<file path="config.mk">
export PLATFORM = sky130hd
export DESIGN_NAME = acc_alu_cc
export DESIGN_NICKNAME = d
export VERILOG_FILES = /design/src/rtl/alu8_pkg.sv /design/src/rtl/alu_adder.sv /design/src/rtl/alu_rotator.sv /design/src/rtl/alu_datapath.sv /design/src/rtl/alu_cond_eval.sv /design/src/rtl/acc_alu_cc.sv
export SDC_FILE = /design/constraint.sdc
export NUM_CORES = 1
export LEC_CHECK = 0
export CORE_AREA = 2 2 54 56
export CTS_CLUSTER_SIZE = 25
export DETAILED_ROUTE_END_ITERATION = 6
export DIE_AREA = 0 0 56 58
export PLACE_DENSITY = 0.78
export SLEW_MARGIN = 5
export SYNTH_ARGS = -nofsm -noshare
export SYNTH_HDL_FRONTEND = slang
export SYNTH_SLANG_ARGS = --single-unit
</file>
<file path="constraint.sdc">
create_clock -name clk -period 4.95 [get_ports clk]
set_clock_uncertainty 0.2 [all_clocks]
set_input_delay 0.7425 -clock clk [delete_from_list [all_inputs] [get_ports clk]]
set_output_delay 0.7425 -clock clk [all_outputs]
set_load 0.02 [all_outputs]
</file>
<file path="src/rtl/alu8_pkg.sv">
package alu8_pkg;

   localparam int OP_W   = 3;
   localparam int COND_W = 3;

   typedef enum logic [OP_W-1:0] {
      OP_ADD  = 3'd0,
      OP_ADC  = 3'd1,
      OP_SUB  = 3'd2,
      OP_INC  = 3'd3,
      OP_DEC  = 3'd4,
      OP_ROL  = 3'd5,
      OP_ROR  = 3'd6,
      OP_PASS = 3'd7
   } alu_op_e;

   typedef enum logic [COND_W-1:0] {
      CC_ZS = 3'd0,
      CC_ZC = 3'd1,
      CC_NS = 3'd2,
      CC_NC = 3'd3,
      CC_CS = 3'd4,
      CC_CC = 3'd5,
      CC_VS = 3'd6,
      CC_VC = 3'd7
   } br_cond_e;

   typedef struct packed {
      logic h;
      logic n;
      logic z;
      logic v;
      logic c;
   } ccr_t;

endpackage

</file>
<file path="src/rtl/alu_adder.sv">
module alu_adder #(
   parameter int WIDTH = 8
) (
   input  logic [WIDTH-1:0] x_i,
   input  logic [WIDTH-1:0] y_i,
   input  logic             ci_i,
   output logic [WIDTH-1:0] sum_o,
   output logic             co_o,
   output logic             hc_o,
   output logic             ov_o
);
   localparam int NIB = WIDTH / 2;
   localparam int UPW = WIDTH - NIB;

   logic [NIB:0] lo_sum;
   logic [UPW:0] hi_sum;

   // lower half first: its carry out is the half-carry
   assign lo_sum = {1'b0, x_i[NIB-1:0]} + {1'b0, y_i[NIB-1:0]}
                 + {{NIB{1'b0}}, ci_i};
   assign hi_sum = {1'b0, x_i[WIDTH-1:NIB]} + {1'b0, y_i[WIDTH-1:NIB]}
                 + {{UPW{1'b0}}, lo_sum[NIB]};

   assign sum_o = {hi_sum[UPW-1:0], lo_sum[NIB-1:0]};
   assign co_o  = hi_sum[UPW];
   assign hc_o  = lo_sum[NIB];
   // signed overflow: same-sign addends, differently signed sum
   assign ov_o  = (x_i[WIDTH-1] == y_i[WIDTH-1]) &&
                  (sum_o[WIDTH-1] != x_i[WIDTH-1]);

endmodule

</file>
<file path="src/rtl/alu_rotator.sv">
module alu_rotator #(
   parameter int WIDTH = 8
) (
   input  logic [WIDTH-1:0] d_i,
   input  logic             ci_i,
   output logic [WIDTH-1:0] rol_o,
   output logic             rol_co_o,
   output logic [WIDTH-1:0] ror_o,
   output logic             ror_co_o
);
   // carry takes part in the rotation as an extra bit
   assign rol_o    = {d_i[WIDTH-2:0], ci_i};
   assign rol_co_o = d_i[WIDTH-1];
   assign ror_o    = {ci_i, d_i[WIDTH-1:1]};
   assign ror_co_o = d_i[0];

endmodule

</file>
<file path="src/rtl/alu_datapath.sv">
module alu_datapath
   import alu8_pkg::*;
#(
   parameter int WIDTH = 8
) (
   input  logic [OP_W-1:0]  op_i,
   input  logic [WIDTH-1:0] a_i,
   input  logic [WIDTH-1:0] b_i,
   input  logic             c_i,
   output logic [WIDTH-1:0] res_o,
   output ccr_t             ccr_o
);
   alu_op_e          op;
   logic [WIDTH-1:0] add_y;
   logic             add_ci;
   logic [WIDTH-1:0] add_sum;
   logic             add_co, add_hc, add_ov;
   logic [WIDTH-1:0] rol_r, ror_r;
   logic             rol_c, ror_c;
   logic [WIDTH-1:0] r;
   logic             h, v, c;

   assign op = alu_op_e'(op_i);

   // second adder input and carry-in per operation
   always_comb begin
      add_y  = b_i;
      add_ci = 1'b0;
      case (op)
         OP_ADC:  add_ci = c_i;
         OP_SUB:  begin add_y = ~b_i; add_ci = 1'b1; end
         OP_INC:  begin add_y = '0;   add_ci = 1'b1; end
         OP_DEC:  begin add_y = '1;   add_ci = 1'b0; end
         default: ;
      endcase
   end

   alu_adder #(.WIDTH(WIDTH)) u_add (
      .x_i  (a_i),
      .y_i  (add_y),
      .ci_i (add_ci),
      .sum_o(add_sum),
      .co_o (add_co),
      .hc_o (add_hc),
      .ov_o (add_ov)
   );

   alu_rotator #(.WIDTH(WIDTH)) u_rot (
      .d_i     (a_i),
      .ci_i    (c_i),
      .rol_o   (rol_r),
      .rol_co_o(rol_c),
      .ror_o   (ror_r),
      .ror_co_o(ror_c)
   );

   always_comb begin
      r = a_i;
      h = 1'b0;
      v = 1'b0;
      c = c_i;
      case (op)
         OP_ADD, OP_ADC: begin
            r = add_sum; h = add_hc; v = add_ov; c = add_co;
         end
         OP_SUB: begin
            r = add_sum; v = add_ov; c = ~add_co;   // carry means borrow
         end
         OP_INC, OP_DEC: begin
            r = add_sum; v = add_ov;               // carry left alone
         end
         OP_ROL: begin
            r = rol_r; c = rol_c; v = rol_r[WIDTH-1] ^ rol_c;
         end
         OP_ROR: begin
            r = ror_r; c = ror_c; v = ror_r[WIDTH-1] ^ ror_c;
         end
         default: ;                                // pass
      endcase
   end

   assign res_o   = r;
   assign ccr_o.h = h;
   assign ccr_o.n = r[WIDTH-1];
   assign ccr_o.z = (r == '0);
   assign ccr_o.v = v;
   assign ccr_o.c = c;

endmodule

</file>
<file path="src/rtl/alu_cond_eval.sv">
module alu_cond_eval
   import alu8_pkg::*;
(
   input  ccr_t              ccr_i,
   input  logic [COND_W-1:0] cond_i,
   output logic              take_o
);
   always_comb begin
      case (br_cond_e'(cond_i))
         CC_ZS:   take_o =  ccr_i.z;
         CC_ZC:   take_o = ~ccr_i.z;
         CC_NS:   take_o =  ccr_i.n;
         CC_NC:   take_o = ~ccr_i.n;
         CC_CS:   take_o =  ccr_i.c;
         CC_CC:   take_o = ~ccr_i.c;
         CC_VS:   take_o =  ccr_i.v;
         default: take_o = ~ccr_i.v;
      endcase
   end

endmodule

</file>
<file path="src/rtl/acc_alu_cc.sv">
module acc_alu_cc
   import alu8_pkg::*;
#(
   parameter int WIDTH   = 8,
   parameter bit OUT_REG = 1'b1
) (
   input  logic              clk,
   input  logic              rst_n,
   input  logic [OP_W-1:0]   op_i,
   input  logic [WIDTH-1:0]  a_i,
   input  logic [WIDTH-1:0]  b_i,
   input  logic              c_i,
   input  logic [COND_W-1:0] cond_i,
   output logic [WIDTH-1:0]  res_o,
   output logic              h_o,
   output logic              n_o,
   output logic              z_o,
   output logic              v_o,
   output logic              c_o,
   output logic              br_o
);
   if (WIDTH < 4 || (WIDTH % 2) != 0) begin : g_bad_width
      $error("acc_alu_cc: WIDTH must be even and at least 4");
   end

   logic [WIDTH-1:0] res_d, res_q;
   ccr_t             ccr_d, ccr_q;

   alu_datapath #(.WIDTH(WIDTH)) u_dp (
      .op_i (op_i),
      .a_i  (a_i),
      .b_i  (b_i),
      .c_i  (c_i),
      .res_o(res_d),
      .ccr_o(ccr_d)
   );

   if (OUT_REG) begin : g_reg
      always_ff @(posedge clk) begin
         if (!rst_n) begin
            res_q <= '0;
            ccr_q <= '{h: 1'b0, n: 1'b0, z: 1'b1, v: 1'b0, c: 1'b0};
         end else begin
            res_q <= res_d;
            ccr_q <= ccr_d;
         end
      end

      assert_n_tracks_msb_R7: assert property (@(posedge clk) disable iff (!rst_n)
         n_o == res_o[WIDTH-1]);
      assert_z_tracks_zero_R7: assert property (@(posedge clk) disable iff (!rst_n)
         z_o == (res_o == '0));
      assert_h_only_on_add_R3: assert property (@(posedge clk) disable iff (!rst_n)
         (op_i != OP_ADD && op_i != OP_ADC) |=> !h_o);
      assert_incdec_keeps_c_R4: assert property (@(posedge clk) disable iff (!rst_n)
         (op_i == OP_INC || op_i == OP_DEC) |=> (c_o == $past(c_i)));
      assert_rol_through_c_R5: assert property (@(posedge clk) disable iff (!rst_n)
         (op_i == OP_ROL) |=> (c_o == $past(a_i[WIDTH-1]) && res_o[0] == $past(c_i)));
      assert_pass_copy_R6: assert property (@(posedge clk) disable iff (!rst_n)
         (op_i == OP_PASS) |=> (res_o == $past(a_i) && !v_o));
      assert_branch_eq_R9: assert property (@(posedge clk) disable iff (!rst_n)
         (cond_i == CC_ZS) |-> (br_o == z_o));
   end else begin : g_comb
      assign res_q = res_d;
      assign ccr_q = ccr_d;
   end

   alu_cond_eval u_br (
      .ccr_i (ccr_q),
      .cond_i(cond_i),
      .take_o(br_o)
   );

   assign res_o = res_q;
   assign h_o   = ccr_q.h;
   assign n_o   = ccr_q.n;
   assign z_o   = ccr_q.z;
   assign v_o   = ccr_q.v;
   assign c_o   = ccr_q.c;

endmodule

</file>
==> flow_summary.yaml <==
power_and_ir_drop:
  p_leak_nw: 0.667
  peakVddDrop_v: 0.000166
  fin_total_pwr_mw: 0.389
  power_density_nw_per_um2: 237
routing:
  dr.pass1.iters: 4
  detail_route.wl_per_cell_um: 15.3
  drc_errors: 0
  drt_iter0_markers: 59
  antenna_left: 0
  routed_wl_um: 3210
  routed_via_density: 5.86
  vias: 1231
placed_design:
  place_area_sq_um: 1600
  io_buffers: 38
  pre_cts_ws_ns: 0.251
  place_congestion: 0.948
  dp_hpwl_um: 2660
clock_network:
  path_clk_slew_ns: 0.07
  cts_hold_buf: 0
  cts_resized: 0
  clock-sinks: 12
  cts.htree.levels: 1
  clockBufferDepth: 2
  numCtsBuffers: 3
  cts_post_setup_buffers_inserted: 0
  cts-root-buf: "clkbuf_4"
  cts_tree: "built"
critical_path:
  slowest_stage: "clkdlybuf4s50_1"
  crit_buf_inv: 2
  cp_top_family: "compound AO/OA/AOI/OAI gates"
  cp-start-kind: "input port"
  critPathMostFrequentCell: "fa_1"
  worstSetupEndpointType: "flop"
  cpPeakStageDelay_ns: 0.50
  critPathLaunch: "op_i[1]"
  cp.arrival_ns: 4.42
  cp_max_fo: 15
  crit_chain: "clkdlybuf4s50_1 > buf_4 > a21oi_1 > nor2_1 > fa_1 > fa_1 > a21o_1 > a21oi_1 > fa_1 > nor2b_4 > o21a_1 > or3_1 > a32o_1 > o41ai_2"
  critPathRequiredTime_ns: 4.93
  crit_type: "in2reg"
sta:
  hold_viol_final: 0
  tightest_slew_ns: 0.547
  timing.final.ws_setup_ns: 0.505
  slew_headroom: 0.631
  slew_viol_final: 0
  setup_tns_ns: 0
  fmax_mhz: 225
  whs_ns: 0.953
  setup_viol: 0
  min_period_ns: 4.44
  rsz0062_at_grt: "no"
  finalCritPeriodShare: 0.898
final_layout:
  final_nets: 215
  drive_gt1_frac: 0.0838
  fillers: 250
  syn_to_final_growth_pct: 38.9
  final_cell_area_sq_um: 1640
  diodes: 0
grt:
  track_usage: 0.219
  grt_pass1_wl_um: 5660
  grt_overflow_total: 0
  grt_max_degree: 20
  antenna_found_initial: 0
  grt_pass1_vias: 1262
logic_synthesis:
  netlist_top_cells_count: "12 x dfxtp_1, 10 x xor2_1, 9 x o22ai_1"
  synth_top_area_cell: "dfxtp_1"
  synth_area_leaders: "dfxtp_1 20%, xor2_1 7.4%, fa_1 6.8%"
  syn_inst: 139
  synth_nets: 174
  yosysSeqAreaShare: 0.204
  yosysUniqueCellTypes: 42
  synth_top_area_frac: 0.204
  yosys_warnings: 0
  syn_area_per_cell_sq_um: 8.49
  syn_area_sq_um: 1180
  synth-edff-count: 0
  yosysMostFrequentCell: "dfxtp_1"
  synth-seq-cells: 12
  synth-main-ff-cell: "dfxtp_1"
  synthArstFlopShare: 0
floorplanning:
  dieArea_sq_um: 3250
  io_pins: 39
  core_region_area_sq_um: 2660
  row_count: 19
  initial_core_util: 0.443
  fp.dieH_um: 58
  dieWidth_um: 56
min_path:
  min_from: "rst_n"
  hp-class: "in2reg"
outcome:
  status: "completed"
job:
  drv_cap: 0
==> cells by family after synthesis <==
family,after synthesis,synth area share
DFF,12,0.204
and+or+nand+nor,32,0.141
buffers and inverters,15,0.0573
muxes,6,0.0615
adders and majority gates,10,0.131
xor gates and xnor gates,14,0.104
AOI/OAI and AO/OA,50,0.301
==> power breakdown <==
group	leakage (nW)	switching (mW)	internal (mW)
Combinational	0.546	0.102	0.100
Clock	0.0210	0.0301	0.0447
Sequential	0.0998	0.00384	0.108
Total	0.667	0.136	0.253
==> stage by stage <==
stage / cells / util
6_report: 210 / 0.616
5_1_grt: 210 / 0.616
4_1_cts: 210 / 0.616
3_5_place_dp: 206 / 0.602
3_3_place_gp: 206 / 0.602
2_1_floorplan: 139 / -
==> layout by cell type, fill, tap and decap left out, types with 2 or more instances in the layout <==
| cell | instances |
|---|---|
| nand3_1 | 4 |
| o21a_1 | 2 |
| inv_1 | 7 |
| nand2_1 | 7 |
| nand2b_1 | 3 |
| dfxtp_1 | 12 |
| mux2i_1 | 5 |
| o21ai_0 | 8 |
| ha_1 | 6 |
| a21oi_1 | 8 |
| fa_1 | 4 |
| nor3_1 | 2 |
| a21o_1 | 3 |
| o22a_1 | 7 |
| nor2_1 | 8 |
| a31oi_1 | 2 |
| o22ai_1 | 9 |
| buf_4 | 6 |
| clkbuf_4 | 3 |
| clkdlybuf4s50_1 | 38 |
| xor2_1 | 10 |
| xnor2_1 | 4 |
==> flip-flops by register name (all words and copies together) (netlist names) <==
name	cells
res_o	8
z_o	1
h_o	1
v_o	1
c_o	1
==> path summary, 6_finish.rpt <==
check | endpoint | slack [ns] | cells after the start
hold / removal | z_o | 0.95 | 2
setup / recovery | z_o | 0.51 | 14
==> layout make-up <==
class,instances,area [sq um],area share
multi-input combinational,112,872,0.532
timing repair buffer,44,425,0.260
sequential,12,240,0.147
tap,31,38.8,0.0237
clock buffer,4,36.3,0.0221
inverter,7,26.3,0.0160
==> metal layers <==
layer  up-vias  part of all wire  track usage
met5         -                 0            0
met4         0            0.0090       0.0952
met3         2             0.065       0.0201
met2        59              0.52        0.415
met1       572              0.40        0.251
li1        598                 -            -
No activity file was read; power rests on OpenSTA's default activity.
